File: src/rtl/pxp_pkg.sv
package pxp_pkg;
    localparam int PORT_W    = 8;
    localparam int OD_LSB    = 2;
    localparam int OD_W      = 4;
    localparam int HALF_W    = PORT_W / 2;
    localparam int BIT_CNT_W = $clog2(PORT_W + 1);
    localparam logic [PORT_W-1:0] PP_MASK = 8'hC3;

    typedef logic [PORT_W-1:0] byte_t;
    typedef logic [OD_W-1:0]   od_t;

    typedef enum logic [2:0] {
        ST_IDLE,
        ST_ADDR,
        ST_AACK,
        ST_WR,
        ST_WACK,
        ST_RD,
        ST_RACK
    } link_st_e;

    typedef struct packed {
        logic scl_rise;
        logic scl_fall;
        logic start;
        logic stop;
        logic sda;
    } line_ev_t;

    function automatic byte_t place_flags(od_t f);
        byte_t b;
        b = '0;
        b[OD_LSB +: OD_W] = f;
        return b;
    endfunction

    function automatic byte_t reset_latch(logic lo, logic hi);
        return {{HALF_W{hi}}, {HALF_W{lo}}};
    endfunction
endpackage

File: src/rtl/pxp_line_events.sv
module pxp_line_events
    import pxp_pkg::*;
(
    input  logic     clk,
    input  logic     rst,
    input  logic     scl_in,
    input  logic     sda_in,
    output line_ev_t ev
);
    logic scl_q;
    logic sda_q;

    always_ff @(posedge clk) begin
        if (rst) begin
            scl_q <= 1'b1;
            sda_q <= 1'b1;
        end else begin
            scl_q <= scl_in;
            sda_q <= sda_in;
        end
    end

    always_comb begin
        ev.scl_rise = scl_in & ~scl_q;
        ev.scl_fall = ~scl_in & scl_q;
        ev.start    = scl_in & scl_q & sda_q & ~sda_in;
        ev.stop     = scl_in & scl_q & ~sda_q & sda_in;
        ev.sda      = sda_in;
    end
endmodule

File: src/rtl/pxp_link_fsm.sv
module pxp_link_fsm
    import pxp_pkg::*;
#(
    parameter int ADDR_W = 7,
    parameter int LOW_W  = 4,
    parameter logic [ADDR_W-LOW_W-1:0] ADDR_HI = 3'b110
) (
    input  logic             clk,
    input  logic             rst,
    input  line_ev_t         ev,
    input  logic [LOW_W-1:0] addr_low,
    input  byte_t            tx_port,
    input  byte_t            tx_flag,
    output logic             sda_oe,
    output logic             wr_stb,
    output byte_t            wr_data,
    output logic             rd_port_stb,
    output logic             rd_flag_stb
);
    localparam logic [BIT_CNT_W-1:0] CNT_FULL = BIT_CNT_W'(PORT_W);
    localparam logic [BIT_CNT_W-1:0] CNT_LAST = BIT_CNT_W'(PORT_W - 1);
    localparam logic [BIT_CNT_W-1:0] CNT_ONE  = BIT_CNT_W'(1);

    link_st_e             st;
    logic [BIT_CNT_W-1:0] cnt;
    byte_t                sh;
    byte_t                tx;
    logic                 rw;
    logic                 nack;
    logic                 sel_flag;
    logic [ADDR_W-1:0]    own_addr;
    logic                 quiet;
    logic                 next_ok;
    byte_t                next_byte;

    assign own_addr  = {ADDR_HI, addr_low};
    assign quiet     = ~ev.start & ~ev.stop;
    assign next_ok   = quiet & ev.scl_fall & (st == ST_RACK) & ~nack;
    assign next_byte = sel_flag ? tx_flag : tx_port;

    assign wr_data     = sh;
    assign wr_stb      = quiet & ev.scl_fall & (st == ST_WR) & (cnt == CNT_FULL);
    assign rd_port_stb = (quiet & ev.scl_fall & (st == ST_AACK) & rw) | (next_ok & ~sel_flag);
    assign rd_flag_stb = next_ok & sel_flag;

    always_ff @(posedge clk) begin
        if (rst) begin
            st       <= ST_IDLE;
            cnt      <= '0;
            sh       <= '0;
            tx       <= '0;
            rw       <= 1'b0;
            nack     <= 1'b0;
            sel_flag <= 1'b0;
            sda_oe   <= 1'b0;
        end else if (ev.start) begin
            st     <= ST_ADDR;
            cnt    <= '0;
            sda_oe <= 1'b0;
        end else if (ev.stop) begin
            st     <= ST_IDLE;
            sda_oe <= 1'b0;
        end else begin
            case (st)
                ST_ADDR, ST_WR: begin
                    if (ev.scl_rise) begin
                        sh  <= {sh[PORT_W-2:0], ev.sda};
                        cnt <= cnt + CNT_ONE;
                    end else if (ev.scl_fall && cnt == CNT_FULL) begin
                        if (st == ST_ADDR) begin
                            if (sh[PORT_W-1:1] == own_addr) begin
                                st     <= ST_AACK;
                                rw     <= sh[0];
                                sda_oe <= 1'b1;
                            end else begin
                                st <= ST_IDLE;
                            end
                        end else begin
                            st     <= ST_WACK;
                            sda_oe <= 1'b1;
                        end
                    end
                end
                ST_AACK: begin
                    if (ev.scl_fall) begin
                        cnt <= '0;
                        if (rw) begin
                            st       <= ST_RD;
                            tx       <= tx_port;
                            sda_oe   <= ~tx_port[PORT_W-1];
                            sel_flag <= 1'b1;
                        end else begin
                            st     <= ST_WR;
                            sda_oe <= 1'b0;
                        end
                    end
                end
                ST_WACK: begin
                    if (ev.scl_fall) begin
                        st     <= ST_WR;
                        cnt    <= '0;
                        sda_oe <= 1'b0;
                    end
                end
                ST_RD: begin
                    if (ev.scl_fall) begin
                        if (cnt == CNT_LAST) begin
                            st     <= ST_RACK;
                            sda_oe <= 1'b0;
                        end else begin
                            tx     <= {tx[PORT_W-2:0], 1'b0};
                            sda_oe <= ~tx[PORT_W-2];
                            cnt    <= cnt + CNT_ONE;
                        end
                    end
                end
                ST_RACK: begin
                    if (ev.scl_rise) begin
                        nack <= ev.sda;
                    end else if (ev.scl_fall) begin
                        if (nack) begin
                            st <= ST_IDLE;
                        end else begin
                            st       <= ST_RD;
                            cnt      <= '0;
                            tx       <= next_byte;
                            sda_oe   <= ~next_byte[PORT_W-1];
                            sel_flag <= ~sel_flag;
                        end
                    end
                end
                default: st <= ST_IDLE;
            endcase
        end
    end

    AST_ACK_OWN_ADDR_ONLY: assert property (@(posedge clk) disable iff (rst)
        (st == ST_AACK && $past(st) == ST_ADDR) |-> ($past(sh[PORT_W-1:1]) == own_addr));

    AST_NACK_RELEASES: assert property (@(posedge clk) disable iff (rst)
        (st == ST_RACK && ev.scl_fall && nack && quiet) |=> (!sda_oe && st == ST_IDLE));

    AST_DATA_ACK_DRIVEN: assert property (@(posedge clk) disable iff (rst)
        (st == ST_WACK) |-> sda_oe);
endmodule

File: src/rtl/pxp_port_core.sv
module pxp_port_core
    import pxp_pkg::*;
(
    input  logic  clk,
    input  logic  rst,
    input  logic  def_lo,
    input  logic  def_hi,
    input  logic  wr_stb,
    input  byte_t wr_data,
    input  logic  rd_port_stb,
    input  logic  rd_flag_stb,
    input  byte_t pin_in,
    output byte_t pin_out,
    output byte_t pin_oe,
    output byte_t port_byte,
    output byte_t flag_byte,
    output logic  irq_oe
);
    byte_t wr_q;
    od_t   ref_q;
    od_t   flag_q;
    od_t   en;
    od_t   diff;

    assign en   = wr_q[OD_LSB +: OD_W];
    assign diff = pin_in[OD_LSB +: OD_W] ^ ref_q;

    always_ff @(posedge clk) begin
        if (rst) begin
            wr_q   <= reset_latch(def_lo, def_hi);
            ref_q  <= pin_in[OD_LSB +: OD_W];
            flag_q <= '0;
        end else begin
            if (wr_stb) begin
                wr_q <= wr_data;
            end
            if (rd_port_stb) begin
                ref_q <= pin_in[OD_LSB +: OD_W];
            end
            if (rd_flag_stb) begin
                flag_q <= '0;
            end else begin
                flag_q <= flag_q | (en & diff);
            end
        end
    end

    for (genvar i = 0; i < PORT_W; i++) begin : g_pad
        if (PP_MASK[i]) begin : g_pp
            assign pin_oe[i]  = 1'b1;
            assign pin_out[i] = wr_q[i];
        end else begin : g_od
            assign pin_oe[i]  = ~wr_q[i];
            assign pin_out[i] = 1'b0;
        end
    end

    assign port_byte = pin_in;
    assign flag_byte = place_flags(flag_q);
    assign irq_oe    = |(flag_q & en);

    AST_LATCH_HOLDS: assert property (@(posedge clk) disable iff (rst)
        !wr_stb |=> $stable(wr_q));

    AST_MASKED_NEVER_FLAGS: assert property (@(posedge clk) disable iff (rst)
        1'b1 |=> ((flag_q & ~$past(flag_q) & ~$past(en)) == '0));

    AST_FLAG_READ_CLEARS: assert property (@(posedge clk) disable iff (rst)
        rd_flag_stb |=> (flag_q == '0 && !irq_oe));
endmodule

File: src/rtl/pxp_expander.sv
module pxp_expander
    import pxp_pkg::*;
#(
    parameter int ADDR_W = 7,
    parameter int LOW_W  = 4,
    parameter logic [ADDR_W-LOW_W-1:0] ADDR_HI = 3'b110
) (
    input  logic             clk,
    input  logic             rst,
    input  logic             scl_in,
    input  logic             sda_in,
    output logic             sda_oe,
    input  logic [LOW_W-1:0] addr_low,
    input  logic             def_lo,
    input  logic             def_hi,
    input  logic [7:0]       pin_in,
    output logic [7:0]       pin_out,
    output logic [7:0]       pin_oe,
    output logic [3:0]       pull_en,
    output logic             irq_oe
);
    line_ev_t ev;
    logic     wr_stb;
    byte_t    wr_data;
    logic     rd_port_stb;
    logic     rd_flag_stb;
    byte_t    port_byte;
    byte_t    flag_byte;

    pxp_line_events u_events (
        .clk    (clk),
        .rst    (rst),
        .scl_in (scl_in),
        .sda_in (sda_in),
        .ev     (ev)
    );

    pxp_link_fsm #(
        .ADDR_W  (ADDR_W),
        .LOW_W   (LOW_W),
        .ADDR_HI (ADDR_HI)
    ) u_link (
        .clk         (clk),
        .rst         (rst),
        .ev          (ev),
        .addr_low    (addr_low),
        .tx_port     (port_byte),
        .tx_flag     (flag_byte),
        .sda_oe      (sda_oe),
        .wr_stb      (wr_stb),
        .wr_data     (wr_data),
        .rd_port_stb (rd_port_stb),
        .rd_flag_stb (rd_flag_stb)
    );

    pxp_port_core u_core (
        .clk         (clk),
        .rst         (rst),
        .def_lo      (def_lo),
        .def_hi      (def_hi),
        .wr_stb      (wr_stb),
        .wr_data     (wr_data),
        .rd_port_stb (rd_port_stb),
        .rd_flag_stb (rd_flag_stb),
        .pin_in      (pin_in),
        .pin_out     (pin_out),
        .pin_oe      (pin_oe),
        .port_byte   (port_byte),
        .flag_byte   (flag_byte),
        .irq_oe      (irq_oe)
    );

    assign pull_en = {def_hi, def_hi, def_lo, def_lo};
endmodule

File: config.mk
export PLATFORM = sky130hd
export DESIGN_NAME = pxp_expander
export DESIGN_NICKNAME = d
export VERILOG_FILES = /design/src/rtl/pxp_pkg.sv /design/src/rtl/pxp_line_events.sv /design/src/rtl/pxp_link_fsm.sv /design/src/rtl/pxp_port_core.sv /design/src/rtl/pxp_expander.sv
export SDC_FILE = /design/constraint.sdc
export NUM_CORES = 1
export LEC_CHECK = 0
export BUFFER_PORTS_ARGS = -buffer_cell sky130_fd_sc_hd__buf_2
export CAP_MARGIN = 20
export CORE_ASPECT_RATIO = 2
export CORE_MARGIN = 2
export CORE_UTILIZATION = 35
export CTS_BUF_LIST = sky130_fd_sc_hd__clkbuf_2 sky130_fd_sc_hd__clkbuf_4 sky130_fd_sc_hd__clkbuf_8
export DETAILED_ROUTE_END_ITERATION = 16
export GPL_TIMING_DRIVEN = 0
export PLACE_DENSITY = 0.61
export SLEW_MARGIN = 20
export SYNTH_ARGS = -nofsm -noshare
export SYNTH_HDL_FRONTEND = slang
export SYNTH_HIERARCHICAL = 1
export SYNTH_SLANG_ARGS = --single-unit
File: constraint.sdc
create_clock -name clk -period 2.5 [get_ports clk]
set_input_delay 0.625 -clock clk [delete_from_list [all_inputs] [get_ports clk]]
set_output_delay 0.625 -clock clk [all_outputs]
set_load 0.02 [all_outputs]
; ---- Word-level counts from Yosys, hierarchy flattened
; Index checks and enable logic that the tools add are counted.
[totals]
regBits = 44
out_inout_bits = 22
in_bits = 18
[classes]
addsub = 1
reduce_logical = 22
n_bitwise = 38
eq_ne = 31
muxes = 55
[ops]
columns = op, count
row1 = $mux W7, 7
row2 = $mux W4, 9
row3 = $mux W3, 11
row4 = $mux W8, 3
row5 = $ne A4 B1 Y1 const B, 6
row6 = $reduce_and A8 Y1, 3
row7 = $pmux W7 S3, 1
row8 = $reduce_and A10 Y1, 2
row9 = $mux W1, 19
row10 = $and A1 B1 Y1, 17
row11 = $ne A2 B1 Y1 const B, 8
row12 = $not A1 Y1, 16
row13 = $pmux W4 S4, 1
row14 = $pmux W3 S5, 1
row15 = $ne A2 B2 Y1 const B, 5
row16 = $eq A3 B3 Y1 const B, 3
row17 = $reduce_and A9 Y1, 1
row18 = $and A4 B4 Y4, 2
row19 = $ne A4 B2 Y1 const B, 2
row20 = $reduce_and A4 Y1, 2
row21 = $reduce_or A2 Y1, 4
row22 = $eq A7 B7 Y1, 1
row23 = $reduce_and A7 Y1, 1
row24 = $eq A3 B2 Y1 const B, 2
row25 = other kinds (18), 20

; ---- Logic depth before layout (Yosys ltp)
[logic_depth]
ltp_word = 12
ltp_mapped = 7
depth_no_buf = 7

; ---- Hierarchy
; Netlist, hierarchy kept.
[modules_own_cells]
columns = module, area_each_um2, cells_each, instances, seq_area_each_um2
row1 = pxp_link_fsm, 1617.8, 197, 1, 520.5
row2 = pxp_port_core, 873.3, 83, 1, 440.4
row3 = pxp_line_events, 92.6, 9, 1, 40.0
row4 = pxp_expander, 30.0, 4, 1, 0.0

; ---- Worst setup path before layout
; Ideal clock, no wire load.
[synth_path]
kind = input to register
from = input port scl_in
to = register u_core.flag_q[0]
t_arrival_ns = 2.273
stages = 6
setup_time_ns = 0.147
setup_slack_ns = 0.080
required_time_ns = 2.353
path_buffers = 1
path_cell_list = and4b_1 -> or3b_1 -> buf_2 -> nor4_1 -> or3b_1 -> o41ai_1
[synth_via]
elab_chain_cells = 10
word_cells_on_any_way = 15
cone_classes = 14 x bitwise / 1 x reduce/logical
[synth_rtl]
columns = item, line
row1 = start: declaration, pxp_expander.sv:10  ; input logic scl_in,
row2 = $and A1 B1 Y1, "pxp_line_events.sv:26, pxp_line_events.sv:27"
row3 = "$and A1 B1 Y1, on equally long branches (2 in series)", "pxp_line_events.sv:26, pxp_line_events.sv:27"
row4 = $not A1 Y1 (no line), --
row5 = $and A1 B1 Y1, pxp_link_fsm.sv:37  ; assign quiet = ~ev.start & ~ev.stop;
row6 = $and A1 B1 Y1 * (3 in series), pxp_link_fsm.sv:38  ; assign next_ok = quiet & ev.scl_fall & (st == ST_RACK) & ~nack;
row7 = $and A1 B1 Y1 *, pxp_link_fsm.sv:44  ; assign rd_flag_stb = next_ok & sel_flag;
row8 = via rd_flag_stb, pxp_expander.sv:26  ; logic rd_flag_stb;
row9 = $reduce_or A2 Y1 (no line) *, --
row10 = end signal: assignment, pxp_port_core.sv:43  ; flag_q <= flag_q | (en & diff);
row11 = end: declaration, pxp_port_core.sv:21  ; od_t flag_q;
; The timed path passes the listed nets; every way through them passes the cells marked *.
; A chain may end at the register's enable or synchronous reset.

==> flow_summary.json <==
{
  "status": "completed",
  "crit_type": "in -> reg",
  "vias_per_cell": 4.99,
  "worstMarginPinSlew_ps": 744,
  "chipHeight_um": 126,
  "gr-total-overflow": 0,
  "relSlewSlack_pct": 49.7,
  "core_area_mm2": 0.00727,
  "syn_to_final_growth_pct": 15.7,
  "ys_types": 54,
  "clk_pin_slew_ps": 80,
  "place_area_mm2": 0.00290,
  "slowest_stage": "or4b_1",
  "io_pins": 40,
  "finalSetupViolCount": 0,
  "num_vias": 2146,
  "worstPathBufferInverterCount": 2,
  "synth_top_cell_area_share_pct": 24.5,
  "initial_utilization_pct": 36.0,
  "cts_root_buffer": "clkbuf_8",
  "crit_chain": "buf_2 > and4b_1 > or3b_1 > buf_2 > or4b_1 > nor4_2 > mux2i_1 > nor2_1",
  "cp_slowest_stage_delay_ps": 530,
  "grt_pass1_vias": 2207,
  "grt_pass1_wl_mm": 9.82,
  "min_from": "u_link/sda_oe",
  "netlist_area_mm2": 0.00261,
  "fin_ws_ps": 138,
  "place_congestion": 0.915,
  "timing.final.crit_share_pct": 94.5,
  "clk_latency_ps": 300,
  "final_common_cell": "nor2_1",
  "fillers": 784,
  "ys_top_cells_by_area": "dfxtp_1 25%, edfxtp_1 14%, mux2i_1 9.6%",
  "multi_input_area_mm2": 0.00131,
  "fin_util_pct": 41.6,
  "yosysWarnings": 6,
  "dp_slack_ps": -464,
  "clockBufferDepth": 2,
  "worstSetupEndpointType": "register",
  "crit_top_cell": "buf_2",
  "grt_antenna_before_repair": 0,
  "die_x_um": 65.1,
  "cts_buffers": 5,
  "drive_gt1_share_pct": 24.0,
  "rows": 44,
  "post-route-drc-count": 0,
  "regArea_mm2": 0.00100,
  "dieArea_mm2": 0.00822,
  "async_reset_ff_share_pct": 0,
  "hold_viol": 0,
  "ant_nets": 0,
  "dp_hpwl_mm": 4.63,
  "grt_max_degree": 16,
  "post_cts_buffers": 0,
  "fin_crit_ps": 2360,
  "peakVddDrop_v": 0.000262,
  "final_cell_mix": "33 x nor2_1, 32 x buf_2, 32 x dfxtp_1, 29 x buf_4, 25 x mux2i_1",
  "h-tree-depth": 2,
  "avgSynthCellArea_um2": 8.92,
  "path_delay_family": "simple AND/OR/NAND/NOR gates",
  "crit_start": "scl_in",
  "rsz0062_at_grt": "false",
  "hold_slack_ps": 475,
  "yosysTopAreaCell": "dfxtp_1",
  "synthFlopType": "dfxtp_1",
  "hold_buffers": 0,
  "min_path_type": "reg -> reg",
  "port_buffers": 27,
  "finalClockSkew_ps": 8.03,
  "timing.fmax_mhz": 423,
  "grt_usage_pct": 15.4,
  "p_per_area_mw_per_mm2": 540,
  "drt_pass1_iterations": 4,
  "cp_data_required_time_ps": 2670,
  "diodes": 0,
  "cts_sinks": 44,
  "start_kind": "primary input",
  "cap_violations": 0,
  "synth-seq-cells": 44,
  "setup_tns_ps": 0,
  "p_leak_uw": 0.00128,
  "reg2reg_from": "u_events/scl_q",
  "nets": 357,
  "cp_max_fo": 6,
  "cts_tree": "built",
  "final_max_slew_viol_count": 0,
  "wl_per_cell_um": 13.6,
  "synth-edff-count": 12,
  "drt_iter0_drc": 60,
  "worstPathArrival_ps": 2530,
  "ys_seq_area_share_pct": 38.3,
  "final_area_mm2": 0.00303,
  "wl_mm": 5.83,
  "synth_cells": 293
}
## path summary, 6_finish.rpt
kind	depth (start not counted)	slack [ps]	end
worst min-delay path	2	480	u_link/sda_oe
worst min register to register	2	480	u_link/sda_oe
worst max register to register	7	240	u_link/rw
worst max-delay path	8	140	u_link/rw
## through the flow
stage          total power, uW  cells
6_report                  1630    430
5_1_grt                   1710    430
4_1_cts                   1660    430
3_5_place_dp              1090    422
3_3_place_gp              1090    422
2_1_floorplan             1010    303
## report_power, final
part / internal (uW) / switching, uW
Clock: 301 / 256
Combinational: 124 / 173
Sequential: 764 / 16.4
## cells by family (layout without fill, tap and decap cells)
kind of cell	count (synthesis)	in the layout	share of synthesized area, %
flip-flops	44	44	38.3
other	2	12	0.287
buffers and inverters	61	96	13.5
AND/OR/NAND/NOR	97	97	20.5
AO/OA/AOI/OAI	54	54	14.3
multiplexers	25	25	9.57
adder cells (fa/ha/maj)	2	2	0.957
XOR/XNOR	8	8	2.68
## state kept, by name, summed over array words and instances, names as in the netlist
| name | count |
|---|---|
| u_core/wr_q | 8 |
| u_link/wr_data | 8 |
| u_link/tx | 7 |
| u_core/flag_q | 4 |
| u_core/ref_q | 4 |
| u_link/cnt | 4 |
| u_link/st | 3 |
| u_events/scl_q | 1 |
| u_events/sda_q | 1 |
| u_link/nack | 1 |
| u_link/rw | 1 |
| u_link/sda_oe | 1 |
| u_link/sel_flag | 1 |
## cell type report
type | instances | share of cell area [%]
sequential | 44 | 33.1
clock buffer | 5 | 2.27
tap | 92 | 3.80
inverter | 18 | 2.23
timing repair buffer | 27 | 4.47
buffer | 43 | 9.39
multi-input combinational | 198 | 43.2
clock inverter | 3 | 1.53
## repair_timing
item / CTS / global route
setup endpoints to repair: 4 / 5
resized for setup: 1 / 1
gates cloned: 0 / 0
## metal layers
metal	track usage, %	up-vias	wire length (um)
li1	-	1071	-
met1	13.6	996	2040
met2	29.4	53	3230
met3	2.95	26	200
met4	11.2	0	359
met5	0	-	0
## synth_stat cells, types with 4 or more instances
cell type	instances
mux2i_1	25
nor2_1	33
buf_4	29
inv_1	18
xnor2_1	8
nand2b_1	5
clkbuf_1	8
a21oi_1	12
o41ai_1	4
nor3_1	5
nor2b_1	6
dfxtp_1	32
nand2_1	15
edfxtp_1	12
or3b_1	5
buf_2	5
o21ai_0	15
## worst register-to-register path, cell delays in order, from the launching register on
cell and delay [ps]:
dfxtp_1 360, nor2b_2 270, or3b_1 360, buf_2 170
or4b_1 530, nor4_2 180, mux2i_1 210, nor2_1 60
Power figures use the tool's default switching activity.
